<file path="config.mk">
export PLATFORM = sky130hd
export DESIGN_NAME = pci_fwd_target
export DESIGN_NICKNAME = d
export VERILOG_FILES = /design/src/rtl/pci_fwd_pkg.sv /design/src/rtl/pci_fwd_decode.sv /design/src/rtl/pci_fwd_limit.sv /design/src/rtl/pci_fwd_burst.sv /design/src/rtl/pci_fwd_target.sv
export SDC_FILE = /design/constraint.sdc
export NUM_CORES = 1
export LEC_CHECK = 0
export BUFFER_PORTS_ARGS = -buffer_cell sky130_fd_sc_hd__buf_4
export CAP_MARGIN = 20
export CELL_PAD_IN_SITES_DETAIL_PLACEMENT = 1
export CELL_PAD_IN_SITES_GLOBAL_PLACEMENT = 1
export CORE_ASPECT_RATIO = 1.1
export CORE_UTILIZATION = 45
export CTS_BUF_LIST = sky130_fd_sc_hd__clkbuf_8 sky130_fd_sc_hd__clkbuf_16
export CTS_CLUSTER_DIAMETER = 100
export DETAILED_ROUTE_END_ITERATION = 7
export PLACE_DENSITY_LB_ADDON = 0.1
export SYNTH_ARGS = -nofsm -noshare
export SYNTH_HDL_FRONTEND = slang
export SYNTH_SLANG_ARGS = --single-unit
</file>
<file path="constraint.sdc">
create_clock -name clk -period 5.47 [get_ports clk]
set_input_delay 0.547 -clock clk [delete_from_list [all_inputs] [get_ports clk]]
set_output_delay 0.547 -clock clk [all_outputs]
set_load 0.05 [all_outputs]
</file>
<file path="src/rtl/pci_fwd_pkg.sv">
package pci_fwd_pkg;
   localparam logic [3:0] CMD_IO_RD   = 4'b0010;
   localparam logic [3:0] CMD_IO_WR   = 4'b0011;
   localparam logic [3:0] CMD_MEM_RD  = 4'b0110;
   localparam logic [3:0] CMD_MEM_WR  = 4'b0111;
   localparam logic [3:0] CMD_CFG_RD  = 4'b1010;
   localparam logic [3:0] CMD_CFG_WR  = 4'b1011;
   localparam logic [3:0] CMD_RD_MULT = 4'b1100;
   localparam logic [3:0] CMD_RD_LINE = 4'b1110;
   localparam logic [3:0] CMD_WR_INV  = 4'b1111;

   typedef struct packed {
      logic mem;
      logic wr;
      logic line;
      logic mem_hit;
      logic cfg_hit;
   } dec_t;
endpackage

</file>
<file path="src/rtl/pci_fwd_decode.sv">
module pci_fwd_decode
   import pci_fwd_pkg::*;
#(
   parameter int ADDR_W    = 32,
   parameter int SLOT_BITS = 4
) (
   input  logic [3:0]             cmd,
   input  logic [ADDR_W-1:0]      addr,
   input  logic                   idsel,
   input  logic [(1<<SLOT_BITS)-1:0] slot_en,
   output dec_t                   dec
);
   localparam int NSLOT = 1 << SLOT_BITS;
   localparam int SEL_LO = ADDR_W - 4 - SLOT_BITS;

   if (ADDR_W < SLOT_BITS + 6) begin : g_bad_width
      $error("pci_fwd_decode: ADDR_W too small for slot decode");
   end

   logic [NSLOT-1:0] slot_hit;
   logic             top_ok;

   assign top_ok = (addr[ADDR_W-1 -: 4] == 4'hF);

   for (genvar s = 0; s < NSLOT; s++) begin : g_slot
      assign slot_hit[s] = slot_en[s] &&
                           (addr[SEL_LO +: SLOT_BITS] == SLOT_BITS'(s));
   end

   always_comb begin
      dec = '0;
      unique case (cmd)
         CMD_MEM_RD:  dec.mem = 1'b1;
         CMD_MEM_WR:  begin dec.mem = 1'b1; dec.wr = 1'b1; end
         CMD_RD_MULT,
         CMD_RD_LINE: begin dec.mem = 1'b1; dec.line = 1'b1; end
         CMD_WR_INV:  begin dec.mem = 1'b1; dec.wr = 1'b1; dec.line = 1'b1; end
         CMD_CFG_RD:  dec.cfg_hit = idsel && (addr[1:0] == 2'b00);
         CMD_CFG_WR:  begin
            dec.wr = 1'b1;
            dec.cfg_hit = idsel && (addr[1:0] == 2'b00);
         end
         default: ;
      endcase
      dec.mem_hit = dec.mem && top_ok && (|slot_hit);
   end
endmodule

</file>
<file path="src/rtl/pci_fwd_limit.sv">
module pci_fwd_limit #(
   parameter int MAX_LINE = 16,
   parameter int ORD_BURST = 2,
   parameter int WORD_W = $clog2(MAX_LINE + 1)
) (
   input  logic [1:0]        cls_code,
   input  logic              line_cmd,
   output logic [WORD_W-1:0] lim
);
   if (MAX_LINE < 16 || ORD_BURST < 1 || ORD_BURST > MAX_LINE) begin : g_bad_lim
      $error("pci_fwd_limit: MAX_LINE must hold 16 words and exceed ORD_BURST");
   end

   always_comb begin
      lim = WORD_W'(ORD_BURST);
      if (line_cmd) begin
         unique case (cls_code)
            2'b00:   lim = WORD_W'(4);
            2'b01:   lim = WORD_W'(8);
            2'b10:   lim = WORD_W'(16);
            default: lim = WORD_W'(ORD_BURST);
         endcase
      end
   end
endmodule

</file>
<file path="src/rtl/pci_fwd_burst.sv">
module pci_fwd_burst #(
   parameter int WORD_W = 5
) (
   input  logic              clk,
   input  logic              rst_n,
   input  logic              start,
   input  logic [WORD_W-1:0] lim_in,
   input  logic              data_beat,
   output logic              disc
);
   logic              active;
   logic [WORD_W-1:0] cnt;
   logic [WORD_W-1:0] lim;

   assign disc = active && (cnt == lim - WORD_W'(1));

   always_ff @(posedge clk or negedge rst_n) begin
      if (!rst_n) begin
         active <= 1'b0;
         cnt    <= '0;
         lim    <= '0;
      end else if (start) begin
         active <= 1'b1;
         cnt    <= '0;
         lim    <= lim_in;
      end else if (active && data_beat) begin
         if (disc) active <= 1'b0;
         else      cnt    <= cnt + WORD_W'(1);
      end
   end

   AST_DISC_BOUND: assert property (@(posedge clk) disable iff (!rst_n)
      active |-> (cnt < lim));
endmodule

</file>
<file path="src/rtl/pci_fwd_target.sv">
module pci_fwd_target
   import pci_fwd_pkg::*;
#(
   parameter int ADDR_W    = 32,
   parameter int SLOT_BITS = 4,
   parameter int MAX_LINE  = 16,
   parameter int ORD_BURST = 2,
   parameter int WORD_W    = $clog2(MAX_LINE + 1)
) (
   input  logic                      clk,
   input  logic                      rst_n,
   input  logic                      addr_valid,
   input  logic [3:0]                cmd,
   input  logic [ADDR_W-1:0]         addr,
   input  logic [3:0]                be,
   input  logic                      idsel,
   input  logic [(1<<SLOT_BITS)-1:0] slot_en,
   input  logic [1:0]                cls_code,
   input  logic                      dn_busy,
   input  logic                      dn_owned,
   input  logic                      dn_rdata_ready,
   input  logic                      data_beat,
   output logic                      tgt_claim,
   output logic                      tgt_retry,
   output logic                      tgt_disc,
   output logic                      cfg_strobe,
   output logic                      fwd_req,
   output logic                      fwd_write,
   output logic [ADDR_W-1:0]         fwd_addr,
   output logic [3:0]                fwd_be,
   output logic [WORD_W-1:0]         fwd_words
);
   dec_t              dec;
   logic [WORD_W-1:0] lim;
   logic              lat_valid;
   logic [ADDR_W-1:0] lat_addr;
   logic [3:0]        lat_cmd;
   logic              rd_match;
   logic              n_claim, n_retry, n_cfg, n_fwd, n_latch, n_clear;
   logic              mem_claim_q;

   pci_fwd_decode #(.ADDR_W(ADDR_W), .SLOT_BITS(SLOT_BITS)) u_dec (
      .cmd(cmd), .addr(addr), .idsel(idsel), .slot_en(slot_en), .dec(dec));

   pci_fwd_limit #(.MAX_LINE(MAX_LINE), .ORD_BURST(ORD_BURST), .WORD_W(WORD_W)) u_lim (
      .cls_code(cls_code), .line_cmd(dec.line), .lim(lim));

   pci_fwd_burst #(.WORD_W(WORD_W)) u_burst (
      .clk(clk), .rst_n(rst_n), .start(mem_claim_q), .lim_in(fwd_words),
      .data_beat(data_beat), .disc(tgt_disc));

   assign rd_match = lat_valid && (lat_addr == addr) && (lat_cmd == cmd);

   always_comb begin
      n_claim = 1'b0; n_retry = 1'b0; n_cfg = 1'b0;
      n_fwd = 1'b0; n_latch = 1'b0; n_clear = 1'b0;
      if (addr_valid) begin
         if (dec.cfg_hit) begin
            n_claim = 1'b1;
            n_cfg   = 1'b1;
         end else if (dec.mem_hit) begin
            if (dec.wr) begin
               if (dn_busy || lat_valid) n_retry = 1'b1;
               else begin n_claim = 1'b1; n_fwd = 1'b1; end
            end else if (rd_match && dn_rdata_ready) begin
               n_claim = 1'b1;
               n_clear = 1'b1;
            end else begin
               n_retry = 1'b1;
               if (!lat_valid && !dn_busy && dn_owned) begin
                  n_fwd   = 1'b1;
                  n_latch = 1'b1;
               end
            end
         end
      end
   end

   always_ff @(posedge clk or negedge rst_n) begin
      if (!rst_n) begin
         tgt_claim   <= 1'b0;
         tgt_retry   <= 1'b0;
         cfg_strobe  <= 1'b0;
         fwd_req     <= 1'b0;
         mem_claim_q <= 1'b0;
         fwd_write   <= 1'b0;
         fwd_addr    <= '0;
         fwd_be      <= '0;
         fwd_words   <= '0;
         lat_valid   <= 1'b0;
         lat_addr    <= '0;
         lat_cmd     <= '0;
      end else begin
         tgt_claim   <= n_claim;
         tgt_retry   <= n_retry;
         cfg_strobe  <= n_cfg;
         fwd_req     <= n_fwd;
         mem_claim_q <= n_claim && !n_cfg;
         if (n_claim || n_fwd) fwd_words <= lim;
         if (n_fwd) begin
            fwd_write <= dec.wr;
            fwd_addr  <= addr;
            fwd_be    <= be;
         end
         if (n_latch) begin
            lat_valid <= 1'b1;
            lat_addr  <= addr;
            lat_cmd   <= cmd;
         end else if (n_clear) begin
            lat_valid <= 1'b0;
         end
      end
   end

   AST_CLAIM_RETRY_EXCL: assert property (@(posedge clk) disable iff (!rst_n)
      !(tgt_claim && tgt_retry));
   AST_IO_IGNORED: assert property (@(posedge clk) disable iff (!rst_n)
      (addr_valid && (cmd == CMD_IO_RD || cmd == CMD_IO_WR))
      |=> (!tgt_claim && !tgt_retry && !fwd_req));
   AST_CFG_NO_FWD: assert property (@(posedge clk) disable iff (!rst_n)
      cfg_strobe |-> (tgt_claim && !fwd_req));
   AST_RD_RETRY: assert property (@(posedge clk) disable iff (!rst_n)
      (addr_valid && dec.mem_hit && !dec.wr && (dn_busy || !dn_owned) && !rd_match)
      |=> (tgt_retry && !fwd_req));
   AST_FWD_ADDR: assert property (@(posedge clk) disable iff (!rst_n)
      fwd_req |-> (fwd_addr == $past(addr) && fwd_be == $past(be)));
endmodule

</file>
==> run_results.csv, run 1 <==
group,metric,value,unit
yosys,synth_seq_cells,93,
yosys,postSynthCellCount,357,
timing,slew_violations,0,
flow_run,drv_cap,0,
setup_path,worstPathArrival,1.94,ns
clock_tree,cts.reportedPaths.clkPinSlew,0.09,ns
placed_design,gp_congestion,0.770,
final_layout,diodes,0,
detailed_routing,avgRoutedWirePerCell,17.8,um
clock_tree,clk_path_buf_depth,2,
final_layout,finalNetCount,538,
detailed_routing,vias,3121,
clock_tree,cts_made_buffers,9,
floorplan,dieArea,10300,um2
final_layout,synthToLayoutAreaGrowth,26.6,%
clock_tree,cts_tree,"done",
timing,fin_setup_tns,0,ns
yosys,syn_area,4430,um2
final_layout,final_cell_mix,"buf_4 (113), dfrtp_1 (93), mux2_2 (53)",
clock_tree,insertion_delay,0.37,ns
setup_path,cp-startpoint,"u_burst.lim[1]$_DFFE_PN0P_",
detailed_routing,dr.pass1.iters,4,
setup_path,required,4.92,ns
grt,grt-ovfl-total,0,
yosys,synth.avg_cell_area,12.4,um2
setup_path,worst_path_max_delay_cell,"dfrtp_1",
floorplan,core,9440,um2
min_path,hp-class,"in2async",
timing,setup_viol,0,
timing,rsz0062_at_grt,"no",
yosys,yosysWarnings,0,
detailed_routing,detail_route.vias_per_cell,5.27,
clock_tree,post_cts_buffers,0,
setup_path,worstSetupPathType,"reg2out",
timing,final.min_clock_period,2.49,ns
detailed_routing,wl,10.6,mm
grt,gr-usage-all-layers,22.0,%
clock_tree,root_buffer,"clkbuf_8",
power,p_leak,2.98,nW
power,power.total,0.00164,W
power,powerDensity,293,nW/um2
yosys,ys_seq_area_share,52.5,%
floorplan,dieHeight,106,um
yosys,synth_edf_count,0,
timing,fin_crit_sh,45.5,%
power,peakVddDrop,0.193,mV
detailed_routing,first_iter_violations,85,
timing,tightest_slew,0.768,ns
yosys,synthDistinctLibCells,43,
yosys,synth_nets,425,
floorplan,initial_core_util,47.0,%
final_layout,drive_above_1_share,42.1,%
grt,grt_max_degree,49,
setup_path,path_delay_family,"flip-flops",
grt,first_global_vias,3500,
setup_path,startpoint_type,"flop",
final_layout,final_common_cell,"buf_4",
final_layout,fill_cells,1013,
yosys,async_reset_ff_share,100,%
yosys,ys.flop_type,"dfrtp_1",
grt,grt_pass1_wl,17.6,mm
grt,antenna_found_initial,0,
timing,fmax,401,MHz
setup_path,critPathBufInv,2,
floorplan,die_x,96.6,um
setup_path,path_max_fanout,3,
setup_path,path_cells,"inv_1, ha_1, xnor3_1, and4_1, and3_1, buf_4",
clock_tree,ctsResizeCount,0,
setup_path,reg2reg_from,"lat_valid$_DFFE_PN0P_",
detailed_routing,drc_errors,0,
detailed_routing,antenna_left,0,
clock_tree,htree_levels,3,
clock_tree,cts.sinks,93,
placed_design,dp_hpwl,7.88,mm
floorplan,rows,37,
timing,slew_headroom,48.3,%
setup_path,reg2reg_slack,3.21,ns
placed_design,io_buffers,111,
setup_path,max_stage_delay,0.41,ns
timing,finalHoldViolations,0,
setup_path,cp-end-kind,"output pin",
clock_tree,cts_hold_buf,0,
outcome,outcome,"finished clean",
floorplan,io_pins,113,
timing,clock_skew,0.00844,ns
state kept, by name (all words and copies together) (netlist names):
| register | count |
|---|---|
| u_burst.active | 1 |
| u_burst.cnt | 5 |
| fwd_words | 4 |
| cfg_strobe | 1 |
| fwd_be | 4 |
| u_burst.lim | 4 |
| fwd_req | 1 |
| lat_cmd | 4 |
| fwd_write | 1 |
| tgt_claim | 1 |
| lat_addr | 32 |
| lat_valid | 1 |
| tgt_retry | 1 |
| mem_claim_q | 1 |
| fwd_addr | 32 |
worst paths after layout:
check,endpoint,depth (start not counted)
min in group clk,fwd_be[2]$_DFFE_PN0P_,2
max in group asynchronous,fwd_addr[27]$_DFFE_PN0P_,2
worst min-delay path,fwd_addr[26]$_DFFE_PN0P_,1
worst max-delay path,tgt_disc,6
worst min register to register,fwd_addr[29]$_DFFE_PN0P_,1
worst max register to register,fwd_addr[7]$_DFFE_PN0P_,5
where the power goes:
group          leakage (nW)  internal, W  total (W)  switching [W]
registers              1.26     0.000741   0.000783      0.0000425
clock network         0.116     0.000283   0.000528       0.000244
logic                  1.60     0.000142   0.000333       0.000191
total                  2.98      0.00117    0.00164       0.000478
final cells by class:
type                    instances  area (um2)  share of cell area, %
clock inverters                 5        81.3                   1.45
well taps                     117         146                   2.61
flip-flops and latches         93        2330                   41.5
clock buffers                  11         151                   2.70
repair buffers                114         876                   15.6
multi-input cells             244        2000                   35.6
inverters                       8        30.0                  0.535
synth_stat cells, types with 2 or more instances:
cell | number | area share, %
nand3_1 | 5 | 0.56
mux2_4 | 9 | 3.0
buf_4 | 6 | 1.0
a21oi_1 | 7 | 0.79
xnor2_1 | 3 | 0.59
nand2b_1 | 5 | 0.71
ha_1 | 2 | 0.56
nor4_1 | 16 | 2.3
and3_1 | 3 | 0.42
nor2b_1 | 4 | 0.56
or3_1 | 3 | 0.42
inv_1 | 8 | 0.68
nand4_1 | 8 | 1.1
nand2_1 | 20 | 1.7
nor3_1 | 4 | 0.45
mux2i_1 | 13 | 2.9
and2_1 | 2 | 0.28
o21ai_0 | 7 | 0.79
mux2_2 | 53 | 13
clkbuf_1 | 2 | 0.17
and4_1 | 3 | 0.59
xor2_1 | 41 | 8.1
a31oi_1 | 2 | 0.28
buf_6 | 2 | 0.51
dfrtp_1 | 93 | 52
or2_2 | 5 | 0.71
buf_2 | 2 | 0.23
nor2_1 | 14 | 1.2
cells by family after synthesis:
family / after synthesis / share of synthesized area, %
simple gates: 95 / 11.7
flops: 93 / 52.5
mux: 75 / 19.4
xor+xnor: 45 / 9.20
compound gates: 26 / 3.98
buf+inv: 20 / 2.60
fa+ha+maj: 2 / 0.564
other cells: 1 / 0.0846
through the flow:
stage                     instance area, um2  hold WS (ns)  setup WS (ns)  cells  utilization [%]
after floorplan                         4430         0.251           3.14    357                -
after global placement                  5350         0.458           2.53    575             56.7
after detailed placement                5350         0.463           2.41    575             56.7
after CTS                               5580         0.195           2.79    591             59.1
after global routing                    5610         0.226           2.86    592             59.4
final                                   5610         0.181           2.98    592             59.4
layer usage:
| metal | global-route usage [%] | up-vias | routed length (um) |
|---|---|---|---|
| met4 | 10.0 | 0 | 263 |
| met3 | 3.29 | 17 | 321 |
| li1 | - | 1479 | - |
| met5 | 0 | - | 0 |
| met2 | 39.7 | 65 | 5630 |
| met1 | 25.9 | 1560 | 4340 |
Power figures use the tool's default switching activity.
==> inputs of run 2 (changes only) <==
Settings changed: CORE_UTILIZATION 45 to 38.
Clock period 5.47 ns to 2.1 ns, I/O delays scaled along.
==> run 2 against run 1 <==
- sequential share of layout area decreased by 2.9 points
- highest routed layer unchanged
- final area grew 7.4%
- setup slack got worse by 2.9 ns
==> run_results.csv, run 2 (synthesis results as in run 1) <==
group,metric,value,unit
setup_path,startpoint_type,"flop",
min_path,hold_end,"fwd_be[3]$_DFFE_PN0P_",
min_path,hp-class,"in2reg",
timing,rsz0062_at_grt,"no",
final_layout,synthToLayoutAreaGrowth,35.9,%
detailed_routing,dr.pass1.iters,4,
final_layout,finalNetCount,559,
setup_path,path_max_fanout,3,
clock_tree,cts.sinks,93,
floorplan,dieHeight,115,um
detailed_routing,detail_route.vias_per_cell,5.00,
clock_tree,cts_made_buffers,9,
flow_run,drv_cap,0,
power,p_leak,3.16,nW
clock_tree,clk_path_buf_depth,2,
min_path,hold_start,"be[3]",
setup_path,reg2reg_from,"lat_addr[0]$_DFFE_PN0P_",
clock_tree,insertion_delay,0.34,ns
timing,setup_viol,0,
detailed_routing,wl,10.8,mm
timing,clock_skew,0.00563,ns
final_layout,final_cell_mix,"buf_4 (129), dfrtp_1 (93), mux2_2 (53)",
setup_path,reg2reg_slack,0.04,ns
detailed_routing,vias,3226,
setup_path,cp-end-kind,"flop",
grt,antenna_found_initial,0,
setup_path,required,2.38,ns
timing,fmax,485,MHz
setup_path,ff2ff_path_depth,6,
setup_path,worstSetupPathType,"reg2reg",
grt,grt-ovfl-total,0,
setup_path,r2r_end,"fwd_words[2]$_DFFE_PN0P_",
placed_design,gp_congestion,0.804,
grt,grt_pass1_wl,17.5,mm
floorplan,io_pins,113,
detailed_routing,drc_errors,0,
grt,gr-usage-all-layers,19.0,%
final_layout,drive_above_1_share,46.9,%
power,powerDensity,794,nW/um2
final_layout,top_regs,"fwd_addr (32), lat_addr (32), u_burst.cnt (5)",
power,peakVddDrop,0.383,mV
grt,first_global_vias,3418,
outcome,outcome,"finished clean",
floorplan,initial_core_util,38.8,%
timing,final.min_clock_period,2.06,ns
timing,slew_violations,0,
placed_design,numPlacedInstances,626,
floorplan,rows,41,
timing,fin_crit_sh,98.2,%
placed_design,dp_hpwl,8.21,mm
floorplan,die_x,105,um
detailed_routing,antenna_left,0,
detailed_routing,first_iter_violations,92,
final_layout,diodes,0,
clock_tree,cts.reportedPaths.clkPinSlew,0.06,ns
floorplan,dieArea,12100,um2
timing,finalHoldViolations,0,
placed_design,io_buffers,111,
detailed_routing,avgRoutedWirePerCell,16.8,um
grt,grt_max_degree,44,
clock_tree,htree_levels,3,
setup_path,worstPathArrival,2.34,ns
clock_tree,root_buffer,"clkbuf_16",
timing,fin_setup_tns,0,ns
clock_tree,cts_tree,"done",
floorplan,core,11400,um2
final_layout,final_common_cell,"buf_4",
final_layout,stdcell_count,645,
min_path,min_path_cells,2,
==> run 2: per-layer routing <==
metal  vias to the layer above  routed length (um)  track usage, %
li1                       1527                   -               -
met1                      1629                4620            22.5
met2                        57                5730            34.6
met3                        13                 310            3.63
met4                         0                 149            6.48
met5                         -                   0               0
==> run 2: area by class of cell <==
type / instances / area (um2)
Tap cell: 150 / 188
Inverter: 8 / 30.0
Multi-Input combinational cell: 244 / 2080
Sequential cell: 93 / 2330
Clock inverter: 6 / 104
Timing Repair Buffer: 135 / 1070
Clock buffer: 9 / 225
Fill cell: 1196 / 5410
==> run 2: critical path: stages, from the launching register on <==
cell and delay (ns):
dfrtp_1 0.39, xor2_1 0.22, nor4_1 0.33, nand4_1 0.16
or3_4 0.44, or3_1 0.39, nand3_1 0.08
==> run 2: per-stage QoR <==
stage | hold slack [ns] | area [um2] | worst slack (ns) | total power [W] | utilization, %
floorplan | -0.0856 | 4430 | 0.112 | 0.00260 | -
global placement | 0.199 | 5580 | -0.0636 | 0.00295 | 48.8
detailed placement | 0.204 | 5580 | -0.0905 | 0.00299 | 48.8
CTS | 0.0899 | 5940 | 0.0139 | 0.00483 | 51.9
global route | 0.0911 | 6030 | 0.000290 | 0.00502 | 52.7
finish | 0.0975 | 6030 | 0.0373 | 0.00479 | 52.7
==> run 2: report_power, final <==
group / leakage [nW] / switching [W] / internal (W)
clock: 0.166 / 0.000671 / 0.00115
sequential: 1.26 / 0.000115 / 0.00193
combinational: 1.73 / 0.000517 / 0.000402
==> run 2: how the worst max path moves through the flow <==
stage / depth (start not counted) / end / startpoint
2_1_floorplan: 7 / fwd_addr[10]$_DFFE_PN0P_ / addr[26]
3_3_place_gp: 10 / fwd_words[3]$_DFFE_PN0P_ / cmd[2]
3_5_place_dp: 10 / fwd_words[1]$_DFFE_PN0P_ / cmd[2]
4_1_cts: 6 / tgt_disc / u_burst.lim[2]$_DFFE_PN0P_
5_1_grt: 9 / u_burst.cnt[4]$_DFFE_PN0P_ / u_burst.lim[1]$_DFFE_PN0P_
6_report: 6 / fwd_words[2]$_DFFE_PN0P_ / lat_addr[0]$_DFFE_PN0P_
==> run 2: timing repair <==
item / in CTS / in global routing
resized for setup: 2 / 14
pin swaps: 0 / 7
setup endpoints to repair: 4 / 6
hold buffers: 1 / 0
endpoints found under the hold margin: 32 / 0
setup buffers: 1 / 2
==> inputs of run 3 (changes only) <==
Settings changed: GPL_TIMING_DRIVEN from default to 0.
==> run 3 against run 2 <==
- power shrank 4.8%
- setup slack improved by 0.0053 ns
- first-iteration DRC count up 29%
- fmax increased by 0.26%
==> run_results.csv, run 3 (synthesis results as in run 1) <==
group,metric,value,unit
setup_path,path_cells,"xor2_1, nor4_1, nand4_1, or3_4, or3_1, nand3_1",
setup_path,reg2reg_from,"lat_addr[1]$_DFFE_PN0P_",
floorplan,io_pins,113,
setup_path,startpoint_type,"flop",
power,powerDensity,780,nW/um2
floorplan,die_x,105,um
timing,rsz0062_at_grt,"no",
detailed_routing,avgRoutedWirePerCell,17.4,um
timing,clock_skew,0.00464,ns
grt,grt_pass1_wl,18.1,mm
timing,final.min_clock_period,2.06,ns
detailed_routing,vias,3253,
setup_path,max_stage_delay,0.43,ns
power,comb_power_share,19.7,%
clock_tree,cts_made_buffers,9,
setup_path,worst_path_max_delay_cell,"or3_4",
min_path,hold_end,"fwd_be[3]$_DFFE_PN0P_",
power,p_leak,3.07,nW
floorplan,initial_core_util,38.8,%
min_path,min_path_cells,2,
timing,fin_setup_tns,0,ns
setup_path,path_max_fanout,3,
clock_tree,htree_levels,3,
outcome,outcome,"finished clean",
final_layout,final_common_cell,"buf_4",
flow_run,drv_cap,0,
clock_tree,cts_tree,"done",
setup_path,ff2ff_path_depth,6,
clock_tree,cts.reportedPaths.clkPinSlew,0.06,ns
power,p_int,0.00326,W
setup_path,worstPathArrival,2.33,ns
grt,grt-ovfl-total,0,
final_layout,drive_above_1_share,44.1,%
timing,finalHoldViolations,0,
final_layout,final_cell_mix,"buf_4 (115), dfrtp_1 (93), mux2_2 (53)",
setup_path,reg2reg_slack,0.04,ns
grt,gr-usage-all-layers,19.6,%
floorplan,dieHeight,115,um
detailed_routing,first_iter_violations,119,
timing,fin_crit_sh,98.0,%
final_layout,fin_util,51.1,%
detailed_routing,detail_route.vias_per_cell,5.12,
power,swShare,28.4,%
power,pwr-share-clk,35.4,%
placed_design,dp_hpwl,8.27,mm
floorplan,rows,41,
setup_path,r2r_end,"fwd_words[2]$_DFFE_PN0P_",
clock_tree,insertion_delay,0.34,ns
grt,grt_max_degree,62,
final_layout,finalNetCount,548,
placed_design,gp_congestion,0.820,
power,peakVddDrop,0.317,mV
power,power_frac_seq,44.9,%
min_path,hp-class,"in2reg",
placed_design,io_buffers,108,
grt,antenna_found_initial,0,
timing,slew_violations,0,
setup_path,worstSetupPathType,"reg2reg",
power,power_switching,0.00130,W
timing,fmax,486,MHz
final_layout,diodes,0,
clock_tree,root_buffer,"clkbuf_16",
final_layout,synthToLayoutAreaGrowth,31.7,%
detailed_routing,antenna_left,0,
timing,setup_viol,0,
detailed_routing,dr.pass1.iters,5,
setup_path,cp-end-kind,"flop",
final_layout,top_regs,"fwd_addr (32), lat_addr (32), u_burst.cnt (5)",
detailed_routing,drc_errors,0,
floorplan,core,11400,um2
final_layout,fill_cells,1256,
detailed_routing,wl,11.1,mm
clock_tree,cts.sinks,93,
grt,first_global_vias,3579,
clock_tree,clk_path_buf_depth,2,
min_path,hold_start,"be[3]",
floorplan,dieArea,12100,um2
setup_path,required,2.37,ns
==> run 3: cell type report <==
cell class / instances / area [um2] / area share, %
Clock inverter: 6 / 55.1 / 0.943
Inverter: 8 / 30.0 / 0.514
Timing Repair Buffer: 112 / 867 / 14.8
Clock buffer: 10 / 239 / 4.09
Tap cell: 150 / 188 / 3.21
Multi-Input combinational cell: 244 / 2050 / 35.1
Sequential cell: 93 / 2330 / 39.8
Buffer: 12 / 85.1 / 1.46
==> run 3: timing repair <==
item                       in CTS  in global routing
resized for setup               2                 11
hold buffers                    1                  0
hold endpoints to repair       32                  0
pin swaps                       0                  4
setup endpoints to repair      31                 33
buffers inserted                2                  0
==> run 3: worst max-delay path by stage <==
stage | startpoint | to | slack [ns] | depth (start not counted)
2_1_floorplan | addr[26] | fwd_addr[10]$_DFFE_PN0P_ | 0.11 | 7
3_3_place_gp | cmd[2] | fwd_addr[25]$_DFFE_PN0P_ | -0.46 | 7
3_5_place_dp | cmd[2] | fwd_be[1]$_DFFE_PN0P_ | -0.52 | 7
5_1_grt | u_burst.lim[2]$_DFFE_PN0P_ | tgt_disc | 0.004 | 6
4_1_cts | lat_addr[22]$_DFFE_PN0P_ | fwd_words[2]$_DFFE_PN0P_ | 0.01 | 6
6_report | lat_addr[1]$_DFFE_PN0P_ | fwd_words[2]$_DFFE_PN0P_ | 0.04 | 6
==> run 3: routing by layer <==
| metal | share of wire (%) | wire length, um | vias to the layer above | GRT usage, % |
|---|---|---|---|---|
| li1 | - | - | 1508 | - |
| met1 | 41 | 4550 | 1668 | 22.4 |
| met2 | 54 | 5940 | 65 | 36.2 |
| met3 | 3.8 | 426 | 12 | 4.14 |
| met4 | 1.4 | 160 | 0 | 7.51 |
| met5 | 0 | 0 | - | 0 |
==> run 3: worst max-delay path, delay by kind of cell (launching register included) <==
| family | cells | cell delay [ns] |
|---|---|---|
| flip-flops | 1 | 0.40 |
| XOR/XNOR | 1 | 0.20 |
| AND/OR/NAND/NOR | 5 | 1.39 |
==> run 3: per-stage QoR <==
stage                     power, W  worst slack, ns  hold slack [ns]  area [um2]  std cells
after floorplan            0.00260            0.112          -0.0856        4430        357
after global placement     0.00292           -0.459            0.444        5430        615
after detailed placement   0.00296           -0.519            0.195        5460        616
after CTS                  0.00460           0.0131           0.0935        5790        635
after global routing       0.00478          0.00380           0.0909        5840        635
final                      0.00455           0.0426            0.103        5840        635
==> run 3: power by group through the flow <==
stage          Sequential [W]  Combinational (W)  Clock, W
2_1_floorplan         0.00222           0.000375         0
3_3_place_gp          0.00207           0.000851         0
3_5_place_dp          0.00208           0.000885         0
4_1_cts               0.00205           0.000893   0.00166
5_1_grt               0.00207           0.000980   0.00173
6_report              0.00205           0.000897   0.00161
